==> config.mk <==
export PLATFORM = sky130hd
export DESIGN_NAME = tri_cmp
export DESIGN_NICKNAME = d
export VERILOG_FILES = /design/src/rtl/tri_cmp_pkg.sv /design/src/rtl/tri_cmp_ctrl.sv /design/src/rtl/tri_cmp_dp.sv /design/src/rtl/tri_cmp.sv
export SDC_FILE = /design/constraint.sdc
export NUM_CORES = 1
export LEC_CHECK = 0
export BUFFER_PORTS_ARGS = -buffer_cell sky130_fd_sc_hd__buf_4
export CORE_MARGIN = 1
export CORE_UTILIZATION = 35
export DETAILED_ROUTE_END_ITERATION = 6
export PLACE_DENSITY = 0.78
export SYNTH_ARGS = -nofsm -noshare
export SYNTH_HDL_FRONTEND = slang
export SYNTH_SLANG_ARGS = --single-unit
export TNS_END_PERCENT = 100
==> constraint.sdc <==
create_clock -name vclk -period 15.3
set_input_delay 3.06 -clock vclk [all_inputs]
set_output_delay 3.06 -clock vclk [all_outputs]
set_load 0.02 [all_outputs]
==> src/rtl/tri_cmp_pkg.sv <==
package tri_cmp_pkg;
  localparam int BASE_W    = 8;
  localparam int NUM_SIZES = 4;
  localparam int DATA_W    = BASE_W << (NUM_SIZES - 1);
  localparam int EXT_W     = DATA_W + 1;
  localparam int SIZE_W    = $clog2(NUM_SIZES);

  typedef struct packed {
    logic [NUM_SIZES-1:0] sizeSel;   // one-hot width select
    logic                 signExt;   // fill with sign bit
    logic                 byteOp;    // narrowest width chosen
  } cmpStrobes_t;
endpackage

==> src/rtl/tri_cmp_ctrl.sv <==
module tri_cmp_ctrl
  import tri_cmp_pkg::*;
(
  input  logic [SIZE_W-1:0] opSize,
  input  logic              signedMode,
  output cmpStrobes_t       strobes
);
  always_comb begin
    strobes.sizeSel = '0;
    for (int i = 0; i < NUM_SIZES; i++) begin
      if (opSize == SIZE_W'(i)) strobes.sizeSel[i] = 1'b1;
    end
    strobes.signExt = signedMode;
    strobes.byteOp  = (opSize == '0);
  end
endmodule

==> src/rtl/tri_cmp_dp.sv <==
module tri_cmp_dp
  import tri_cmp_pkg::*;
(
  input  logic [DATA_W-1:0] dstOpnd,
  input  logic [DATA_W-1:0] srcOpnd,
  input  cmpStrobes_t       strobes,
  output logic              flagNeg,
  output logic              flagZero,
  output logic              flagPos,
  output logic              storeGreater
);
  logic [EXT_W-1:0] dstExt [NUM_SIZES];
  logic [EXT_W-1:0] srcExt [NUM_SIZES];
  logic [EXT_W-1:0] dstSel;
  logic [EXT_W-1:0] srcSel;

  for (genvar i = 0; i < NUM_SIZES; i++) begin : g_width
    localparam int W = BASE_W << i;
    assign dstExt[i] = {{(EXT_W-W){strobes.signExt & dstOpnd[W-1]}}, dstOpnd[W-1:0]};
    assign srcExt[i] = {{(EXT_W-W){strobes.signExt & srcOpnd[W-1]}}, srcOpnd[W-1:0]};
  end

  always_comb begin
    dstSel = '0;
    srcSel = '0;
    for (int i = 0; i < NUM_SIZES; i++) begin
      if (strobes.sizeSel[i]) begin
        dstSel = dstSel | dstExt[i];
        srcSel = srcSel | srcExt[i];
      end
    end
  end

  // One extra bit keeps the ordering exact: no wrap is possible.
  always_comb begin
    flagNeg      = $signed(dstSel) < $signed(srcSel);
    flagZero     = dstSel == srcSel;
    flagPos      = !flagNeg && !flagZero;
    storeGreater = strobes.byteOp && flagPos;
  end

  always_comb begin
    AST_ONE_FLAG: assert ($countones({flagNeg, flagZero, flagPos}) == 1);
    AST_STORE_NEEDS_BYTE: assert (!storeGreater || (strobes.byteOp && !flagNeg));
  end
endmodule

==> src/rtl/tri_cmp.sv <==
module tri_cmp
  import tri_cmp_pkg::*;
(
  input  logic [DATA_W-1:0] dstOpnd,
  input  logic [DATA_W-1:0] srcOpnd,
  input  logic [SIZE_W-1:0] opSize,
  input  logic              signedMode,
  output logic              flagNeg,
  output logic              flagZero,
  output logic              flagPos,
  output logic              storeGreater
);
  cmpStrobes_t strobes;

  tri_cmp_ctrl ctrl_i (
    .opSize     (opSize),
    .signedMode (signedMode),
    .strobes    (strobes)
  );

  tri_cmp_dp dp_i (
    .dstOpnd      (dstOpnd),
    .srcOpnd      (srcOpnd),
    .strobes      (strobes),
    .flagNeg      (flagNeg),
    .flagZero     (flagZero),
    .flagPos      (flagPos),
    .storeGreater (storeGreater)
  );

  logic dstTop;
  logic srcTop;
  always_comb begin
    dstTop = dstOpnd[(BASE_W << opSize) - 1];
    srcTop = srcOpnd[(BASE_W << opSize) - 1];
    AST_NO_OVERFLOW: assert (!(signedMode && dstTop && !srcTop) || flagNeg);
    AST_UNSIGNED_TOP: assert (!(!signedMode && dstTop && !srcTop) || flagPos);
    AST_STROBE_SIZE: assert (!storeGreater || opSize == '0);
  end
endmodule

# Yosys cells after proc, flatten, opt, wreduce, memory -nomap -nowiden
# Index checks and enable logic that the tools add are counted.
# classes
n_lt_le_gt_ge	1
eq_ne	4
mux	12
bitwise	14
n_reduce_logical	5
# ops
op	n
$mux 65	8
$or 65x65->65	6
$eq 65x65->1	1
$lt 65x65->1	1
$and 1x1->1	8
$eq 2x2->1 const B	2
$mux 1	4
$eq 2x1->1 const B	1
$logic_and 1x1->1	2
$logic_not 1->1	2
$logic_not 2->1	1
# totals
regBits	0
output_inout_bits	4

# Logic depth before layout (Yosys ltp)
# Gate-level depths: netlist of run 1.
# logic_depth
ltp_word	13
depth_mapped	15
ltp_nobuf	14

# Modules after synthesis
# A second synthesis of run 1 with hierarchy kept.
# unflattened
hier_cells	349
hier_area_um2	2496.1
# modules_own_cells
mod	n_inst	cells_per_inst	area_per_inst_um2
tri_cmp_dp	1	343	2454.9
tri_cmp_ctrl	1	6	41.3

# Worst setup path after synthesis of run 1
# Ideal clock, no wire load.
# synth_path
path_kind	input port to output port
startpoint	input port opSize[1]
endpoint	output port storeGreater
arrival_time_ns	6.119
required_time_ns	12.240
slack_ns	6.121
path_stages	14
n_path_buf	2
path_cell_list	clkbuf_1 > nand2b_1 > nor2_1 > a21oi_1 > nor2_1 > clkbuf_1 > a21oi_1 > ha_1 > nand4_2 > or3_4 > nor4_4 > nand4_2 > a31o_1 > a21oi_2
# synth_via
elab_chain_cells	13
word_cells_on_any_way	28
classes_between	order compare (1); eq/ne (4); mux (12); bitwise (6); reduce/logical (5)
# synth_lines
item	line_no	source
start, declared	tri_cmp.sv:6	input logic [SIZE_W-1:0] opSize,
$logic_not 2->1	tri_cmp_ctrl.sv:11, tri_cmp_ctrl.sv:14	
$mux 1	tri_cmp_ctrl.sv:11	if (opSize == SIZE_W'(i)) strobes.sizeSel[i] = 1'b1;
$mux 65	tri_cmp_dp.sv:27	if (strobes.sizeSel[i]) begin
$or 65x65->65 (on tied branches)	tri_cmp_dp.sv:28, tri_cmp_dp.sv:29	
$mux 65	tri_cmp_dp.sv:27	
$or 65x65->65 (on tied branches)	tri_cmp_dp.sv:28, tri_cmp_dp.sv:29	
$mux 65	tri_cmp_dp.sv:27	
$or 65x65->65 (on tied branches)	tri_cmp_dp.sv:28, tri_cmp_dp.sv:29	
$mux 65	tri_cmp_dp.sv:27	
$lt 65x65->1 or $eq 65x65->1 (tied branches)	tri_cmp_dp.sv:36, tri_cmp_dp.sv:37	
$logic_not 1->1	tri_cmp_dp.sv:38	flagPos = !flagNeg && !flagZero;
$logic_and 1x1->1	tri_cmp_dp.sv:38	
$logic_and 1x1->1 *	tri_cmp_dp.sv:39	storeGreater = strobes.byteOp && flagPos;
end, declared	tri_cmp.sv:11	output logic storeGreater
# Mark *: on every way between the ends. The rest lies on a longest branch, timed or not.

# Worst setup path in the final report of run 1
# Same ends and word-level chain as after synthesis.

==> impl_metrics.csv, run 1 <==
group,metric,value,unit
run_status,outcome,"complete, no violations",
synthesis,synth.avg_cell_area,7.20,sq um
floorplan,initial_utilization,0.371,
setup_path,crit_required,12.24,ns
route,vias,2934,
sta,hold_viol,0,
floorplan,num_rows,29,
cts,cts_resized,0,
grt,grt.met3_usage,0.0175,
final_layout,fin_nets,647,
grt,grt_use_met1,0.249,
grt,antenna_found_initial,0,
final_layout,n_sequential_cell,0,
grt,grt_pass1_vias,2823,
grt,grt_usage,0.195,
synthesis,syn-cell-area,2430,sq um
final_layout,regArea,0,sq um
route,drt_iter0_drc,118,
grt,top_usage_layer,"met2",
sta,min_period_over_period,0.714,
sta,finalCriticalPeriod,10.93,ns
sta,worst_pin_slew,1.27,ns
floorplan,die-area,7270,sq um
worst_hold_path,hold_class,"in -> out",
sta,rsz0062_at_grt,"false",
placement,globalplace.congestion,0.881,
floorplan,core,6530,sq um
grt,grt_start_max_net_pins,65,
pwr,irDropWorstVdd,0.0149,mV
sta,timing.setup.tns,0,ns
setup_path,endpoint_kind,"primary output",
pwr,p_comb_frac,1.000,
final_layout,multiInputGateArea,2290,sq um
synthesis,synth_area_leaders,"ha_1 34%, a21o_1 20%, a21oi_1 16%",
pwr,p_leak,0.00208,uW
sta,slew_headroom,0.155,
pwr,p_sw,61.1,uW
final_layout,drive_gt1_frac,0.327,
final_layout,most-common-layout-cells,"135 x buf_4, 77 x a21oi_1, 66 x a21o_1",
placement,portBuffers,135,
final_layout,post-route-util,0.528,
route,ant_nets,0,
sta,drv_slew,0,
setup_path,crit_path_cell_trace,"buf_4 > nand2b_1 > nor2_1 > a21oi_1 > nor2_2 > a21oi_1 > nand2b_1 > ha_1 > nand4_2 > or3_4 > nor4_4 > o21ai_1 > a31o_1 > a21oi_2 > buf_4",
final_layout,layout-area-overhead-vs-synth,42.2,%
setup_path,arrival,7.87,ns
route,first_pass_iters,4,
sta,setup_viol,0,
pwr,clkPwrFrac,0,
synthesis,yosysTopAreaCell,"ha_1",
cts,postCtsSetupBuffers,0,
route,remaining_drc_errors,0,
sta,clock.fmax,91.5,MHz
floorplan,pin_count,135,
job,cap_violations,0,
final_layout,layout_commonest_cell,"buf_4",
grt,use_met2,0.363,
route,post_drt_wl_per_cell,14.4,um
floorplan,die_w,85.3,um
grt,grt_overflow,0,
setup_path,cpPeakStageDelay,1.02,ns
setup_path,cp_slowest_cell,"nor2_2",
synthesis,synth_cell_types,35,
setup_path,crit_path_start_kind,"primary input",
setup_path,crit_fanout,36,
synthesis,syn_nets,533,
pwr,p_int,63.9,uW
pwr,power,125,uW
cts,cts_hold_buffers,0,
final_layout,antenna_cells,0,
pwr,p_per_area,36.2,nW/um^2
pwr,swShare,0.489,
pwr,seq_power_share,0,
final_layout,nClkBuffers,0,
synthesis,synth_top_area_frac,0.335,
grt,grt_pass1_wl,12.1,mm
synthesis,seq_area_frac_synth,0,
synthesis,syn-instance-count,337,
route,wl,7.55,mm
placement,hpwl,6.24,mm
floorplan,die_h,85.3,um
setup_path,worstSetupPathType,"in -> out",
final_layout,fillers,641,
route,vias_per_cell,5.58,
synthesis,synth_warnings,0,
==> synthesized netlist by cell type (2+ instances only) <==
master / count
a211oi_1: 3
a21o_1: 66
a21oi_1: 77
a221oi_1: 4
and2_1: 2
and3_1: 2
buf_2: 3
clkbuf_1: 19
ha_1: 65
inv_1: 12
mux2i_1: 2
nand2_1: 13
nand2b_1: 2
nand3_1: 6
nand4_1: 14
nand4_2: 4
nor2_1: 8
nor3_1: 6
nor4_1: 3
o21ai_0: 8
o221ai_1: 2
or2_2: 2
or3_1: 2
==> worst paths after layout <==
check                   from            to  cells past startpoint
hold / removal    srcOpnd[0]      flagZero                      5
setup / recovery   opSize[1]  storeGreater                     15
==> layer usage <==
metal  routed length (um)  vias to the layer above
li1                     -                     1523
met1                 3390                     1305
met2                 3680                       96
met3                  382                       10
met4                  102                        0
met5                    0                        -
==> critical path: cells and delay by family <==
family	cells	cell delay [ns]
adders and majority gates	1	0.36
buffers and inverters	2	0.37
and+or+nand+nor	7	3.16
AOI/OAI and AO/OA	5	0.89
==> final cells by class <==
type	count	share of cell area
Tap cell	77	0.0279
Timing Repair Buffer	135	0.294
Inverter	12	0.0131
Multi-Input combinational cell	302	0.665
==> through the flow <==
stage	setup WS (ns)	hold WS (ns)	instance area [sq um]	cells
global route	3.94	6.69	3450	526
floorplan	6.12	6.47	2430	337
detailed placement	4.42	6.67	3450	526
CTS	4.40	6.67	3450	526
global placement	4.67	6.66	3450	526
finish	4.37	6.66	3450	526
==> power by group through the flow <==
stage | Clock, uW | Combinational [uW] | Sequential [uW]
global placement | 0 | 120 | 0
finish | 0 | 125 | 0
global route | 0 | 140 | 0
CTS | 0 | 125 | 0
detailed placement | 0 | 124 | 0
floorplan | 0 | 77.7 | 0
==> logic make-up after synthesis <==
kind of cell,after synthesis,share of synthesized area
mux,2,0.00825
xor+xnor,1,0.00361
buf+inv,35,0.0557
fa+ha+maj,65,0.335
simple gates,69,0.171
compound gates,165,0.426
No activity file was read; power rests on OpenSTA's default activity.
==> run 2, diff against run 1 <==
Settings changed: ABC_AREA set to 1, PLACE_DENSITY 0.78 to 0.79.
Clock period 15.3 ns to 8.85 ns, I/O delays scaled along.
==> impl_metrics.csv, run 2 <==
group,metric,value,unit
floorplan,die_h,88.0,um
grt,grt_pass1_vias,3220,
pwr,p_leak,0.00228,uW
setup_path,crit_path_cell_trace,"buf_4 > nor2_4 > nand3_1 > o31ai_1 > inv_2 > o21ai_0 > nand2_1 > a21oi_1 > ha_1 > nand2_1 > nor2_1 > nand2_1 > nor2_1 > nand2_1 > nor2_1 > nand2_1 > nand2_1 > nor2_1 > nand3_1 > nand3_1 > nor2_1 > buf_4",
setup_path,endpoint_kind,"primary output",
grt,grt_usage,0.191,
synthesis,synth_warnings,0,
grt,antenna_found_initial,0,
cts,cts_hold_buffers,0,
job,cap_violations,0,
floorplan,die-area,7740,sq um
synthesis,synth_top_area_frac,0.314,
final_layout,antenna_cells,0,
route,dr_wl_met3,481,um
synthesis,synth_cell_types,24,
setup_path,crit_path_start_kind,"primary input",
final_layout,layout-area-overhead-vs-synth,39.9,%
synthesis,synth_common_cells,"203 x nand2_1, 79 x a21oi_1, 65 x ha_1",
route,route.top_layer_used,"met4",
route,ant_nets,0,
setup_path,worstSetupPathType,"in -> out",
final_layout,regArea,0,sq um
pwr,irDropWorstVdd,0.0349,mV
setup_path,crit_top_cell,"nand2_1",
final_layout,drive_gt1_frac,0.241,
setup_path,cpPeakStageDelay,0.77,ns
route,drt_iter0_drc,122,
grt,grt_start_max_net_pins,64,
final_layout,fin_nets,791,
run_status,outcome,"complete, no violations",
floorplan,die_w,88.0,um
cts,cts_resized,0,
synthesis,syn-cell-area,2590,sq um
cts,postCtsSetupBuffers,0,
route,wl_met2,3.72,mm
sta,worst_pin_slew,1.03,ns
pwr,p_sw,112,uW
worst_hold_path,hold_depth,5,
floorplan,initial_utilization,0.370,
synthesis,syn_nets,673,
worst_hold_path,hold_class,"in -> out",
sta,clock.fmax,134,MHz
setup_path,crit_required,7.08,ns
floorplan,pin_count,135,
pwr,clkPwrFrac,0,
pwr,p_int,103,uW
route,wl_met1,3.34,mm
final_layout,fillers,744,
synthesis,synth_area_leaders,"ha_1 31%, nand2_1 29%, a21oi_1 15%",
pwr,seq_power_share,0,
pwr,p_per_area,59.4,nW/um^2
route,first_pass_iters,4,
sta,timing.setup.tns,0,ns
worst_hold_path,hold_end,"storeGreater",
placement,hpwl,6.43,mm
synthesis,synth.avg_cell_area,5.42,sq um
sta,drv_slew,0,
floorplan,num_rows,30,
grt,grt_overflow,0,
synthesis,yosysMostFrequentCell,"nand2_1",
sta,setup_viol,0,
route,vias,3363,
sta,rsz0062_at_grt,"false",
route,remaining_drc_errors,0,
sta,min_period_over_period,0.845,
placement,portBuffers,135,
setup_path,worst-path-buf-inv,3,
final_layout,layout_commonest_cell,"nand2_1",
pwr,swShare,0.523,
synthesis,yosysTopAreaCell,"ha_1",
route,vias_per_cell,4.88,
sta,slew_headroom,0.313,
floorplan,core,6980,sq um
placement,globalplace.congestion,0.843,
sta,hold_viol,0,
synthesis,syn-instance-count,477,
final_layout,most-common-layout-cells,"203 x nand2_1, 135 x buf_4, 79 x a21oi_1",
final_layout,n_sequential_cell,0,
setup_path,crit_fanout,35,
route,wl,7.58,mm
synthesis,seq_area_frac_synth,0,
final_layout,nClkBuffers,0,
pwr,p_comb_frac,1.000,
sta,whs,4.16,ns
sta,finalCriticalPeriod,7.48,ns
grt,grt_pass1_wl,12.5,mm
setup_path,crit_family,"simple AND/OR/NAND/NOR gates",
setup_path,cp_slowest_cell,"nand2_1",
worst_hold_path,min-delay-start,"opSize[0]",
setup_path,arrival,5.71,ns
route,post_drt_wl_per_cell,11.0,um
==> run 2: kinds of logic after synthesis <==
| logic type | Yosys count | share of synthesized area |
|---|---|---|
| AO/OA/AOI/OAI | 94 | 0.192 |
| adder cells (fa/ha/maj) | 65 | 0.314 |
| buffers and inverters | 67 | 0.109 |
| AND/OR/NAND/NOR | 251 | 0.385 |
==> run 2: worst min-delay path, stage by stage <==
cell and delay [ns]:
buf_4 0.11, nor2_4 0.05, inv_2 0.21, nor2_1 0.09, buf_4 0.15
==> run 2: how the worst max path moves through the flow <==
stage / start / endpoint / slack (ns) / depth (start not counted)
finish: opSize[1] / storeGreater / 1.37 / 22
global route: opSize[1] / storeGreater / 0.87 / 22
CTS: opSize[1] / storeGreater / 1.35 / 22
detailed placement: opSize[1] / storeGreater / 1.36 / 22
global placement: opSize[1] / storeGreater / 1.68 / 22
floorplan: opSize[1] / storeGreater / 2.66 / 23
==> run 2: per-layer routing <==
| layer | vias to the layer above | track usage |
|---|---|---|
| met5 | - | 0 |
| met4 | 0 | 0.0104 |
| met3 | 4 | 0.0113 |
| met2 | 110 | 0.387 |
| met1 | 1469 | 0.226 |
| li1 | 1780 | - |
==> run 2: power by group through the flow <==
| stage | Combinational (uW) | Clock, uW | Sequential (uW) |
|---|---|---|---|
| after floorplan | 137 | 0 | 0 |
| after global placement | 209 | 0 | 0 |
| after detailed placement | 214 | 0 | 0 |
| after CTS | 216 | 0 | 0 |
| after global routing | 248 | 0 | 0 |
| final | 215 | 0 | 0 |
==> run 2: per-stage QoR <==
step           instances  power [uW]  setup WS, ns  utilization  instance area, sq um
6_report             689         215          1.37        0.518                  3620
5_1_grt              689         248         0.868        0.518                  3620
4_1_cts              689         216          1.35        0.518                  3620
3_5_place_dp         689         214          1.36        0.518                  3620
3_3_place_gp         689         209          1.68        0.518                  3620
2_1_floorplan        477         137          2.66            -                  2590
==> run 2: cell type report <==
cell class,count,area (sq um),area share
repair buffers,135,1010,0.280
multi-input cells,410,2300,0.637
well taps,96,120,0.0332
inverters,48,180,0.0498
==> run 3, diff against run 2 <==
Clock period 8.85 ns to 6 ns, I/O delays scaled along.
==> impl_metrics.csv, run 3 (synthesized netlist as in run 2, its figures left out) <==
group,metric,value,unit
placement,dpl_worst_slack,0.152,ns
route,vias_per_cell,4.83,
placement,hpwl,6.66,mm
setup_path,crit_path_cell_trace,"buf_4 > nor2_4 > inv_2 > nor3_4 > a31oi_1 > inv_2 > a21oi_2 > nor2_4 > o21ai_0 > ha_1 > nand2_1 > nor2_1 > nand2_1 > nor2_1 > nand2_1 > nor2_1 > nand2_1 > nand2_1 > nor2_1 > nand3_1 > nand3_1 > nor2_1 > buf_4",
worst_hold_path,hold_class,"in -> out",
setup_path,crit_path_start_kind,"primary input",
grt,grt_pass1_wl,12.7,mm
sta,timing.final.ws_setup,0.408,ns
final_layout,most-common-layout-cells,"203 x nand2_1, 140 x buf_4, 78 x a21oi_1",
grt,grt_usage,0.197,
floorplan,die-area,7740,sq um
sta,slew_headroom,0.571,
sta,drv_slew,0,
final_layout,layout_commonest_cell,"nand2_1",
final_layout,nClkBuffers,0,
grt,grt_start_max_net_pins,44,
floorplan,die_w,88.0,um
floorplan,core,6980,sq um
route,vias,3362,
grt,grt.met3_usage,0.0226,
setup_path,crit_fanout,35,
route,wl,7.87,mm
final_layout,drive_gt1_frac,0.252,
route,remaining_drc_errors,0,
final_layout,layout-area-overhead-vs-synth,42.1,%
sta,setup_viol,0,
sta,finalCriticalPeriod,5.59,ns
pwr,irDropWorstVdd,0.0540,mV
setup_path,worstSetupPathType,"in -> out",
setup_path,crit_required,4.80,ns
sta,rsz0062_at_grt,"false",
route,first_pass_iters,4,
final_layout,antenna_cells,0,
setup_path,arrival,4.39,ns
floorplan,pin_count,135,
setup_path,cpPeakStageDelay,0.30,ns
route,drt_iter0_drc,105,
job,cap_violations,0,
sta,min_period_over_period,0.932,
pwr,p_per_area,87.9,nW/um^2
final_layout,fin_nets,798,
placement,globalplace.congestion,0.811,
sta,clock.fmax,179,MHz
cts,cts_hold_buffers,0,
route,post_drt_wl_per_cell,11.3,um
setup_path,endpoint_kind,"primary output",
route,ant_nets,0,
setup_path,cp_slowest_cell,"buf_4",
grt,grt_pass1_vias,3261,
run_status,outcome,"complete, no violations",
grt,antenna_found_initial,0,
grt,top_usage_layer,"met2",
sta,timing.setup.tns,0,ns
grt,grt_overflow,0,
floorplan,num_rows,30,
floorplan,die_h,88.0,um
pwr,p_leak,0.00231,uW
placement,portBuffers,135,
sta,hold_viol,0,
grt,grt_use_met1,0.221,
grt,use_met2,0.401,
final_layout,n_sequential_cell,0,
final_layout,regArea,0,sq um
sta,worst_pin_slew,0.643,ns
floorplan,initial_utilization,0.370,
run 3: changes by cell type in the layout (fill, tap and decap cells not counted):
cell	delta
buf_4	+5
nor2_2	+1
buf_6	+1
a21oi_1	-1
a21oi_2	+1
run 3: area by class of cell:
cell class                      count  area (sq um)
Fill cell                         733          3310
Multi-Input combinational cell    411          2310
Timing Repair Buffer              141          1060
Inverter                           48           180
Tap cell                           96           120
run 3: path summary, 6_finish.rpt:
check / startpoint / end / slack (ns) / cells after the start
worst max-delay path: opSize[1] / storeGreater / 0.41 / 23
worst min-delay path: opSize[0] / storeGreater / 3.00 / 5
run 3: routing by layer:
metal	up-vias	routed length, um
li1	1797	-
met1	1448	3320
met2	109	3910
met3	8	556
met4	0	82
met5	-	0
run 3: worst max-delay path, delay by kind of cell:
family                   cells  cell delay (ns)
buffers and inverters        4             0.75
AO/OA/AOI/OAI                3             0.66
AND/OR/NAND/NOR             15             1.53
adder cells (fa/ha/maj)      1             0.23
run 3: timing repair:
action	in CTS	in global routing
resized for setup	0	2
endpoints found under the hold margin	0	0
endpoints found under the setup margin	0	4
buffers inserted	0	2
run 3: power breakdown:
group | total, uW | internal [uW] | switching, uW
sequential | 0 | 0 | 0
clock | 0 | 0 | 0
combinational | 323 | 154 | 169
run 3: metrics by stage:
step	hold WS, ns	util	power [uW]	cell area [sq um]	std cells
after floorplan	2.86	-	202	2590	477
after global placement	2.99	0.522	308	3650	693
after detailed placement	3.00	0.522	319	3650	693
after CTS	3.00	0.522	320	3650	693
after global routing	3.06	0.527	371	3680	696
final	3.00	0.527	323	3680	696
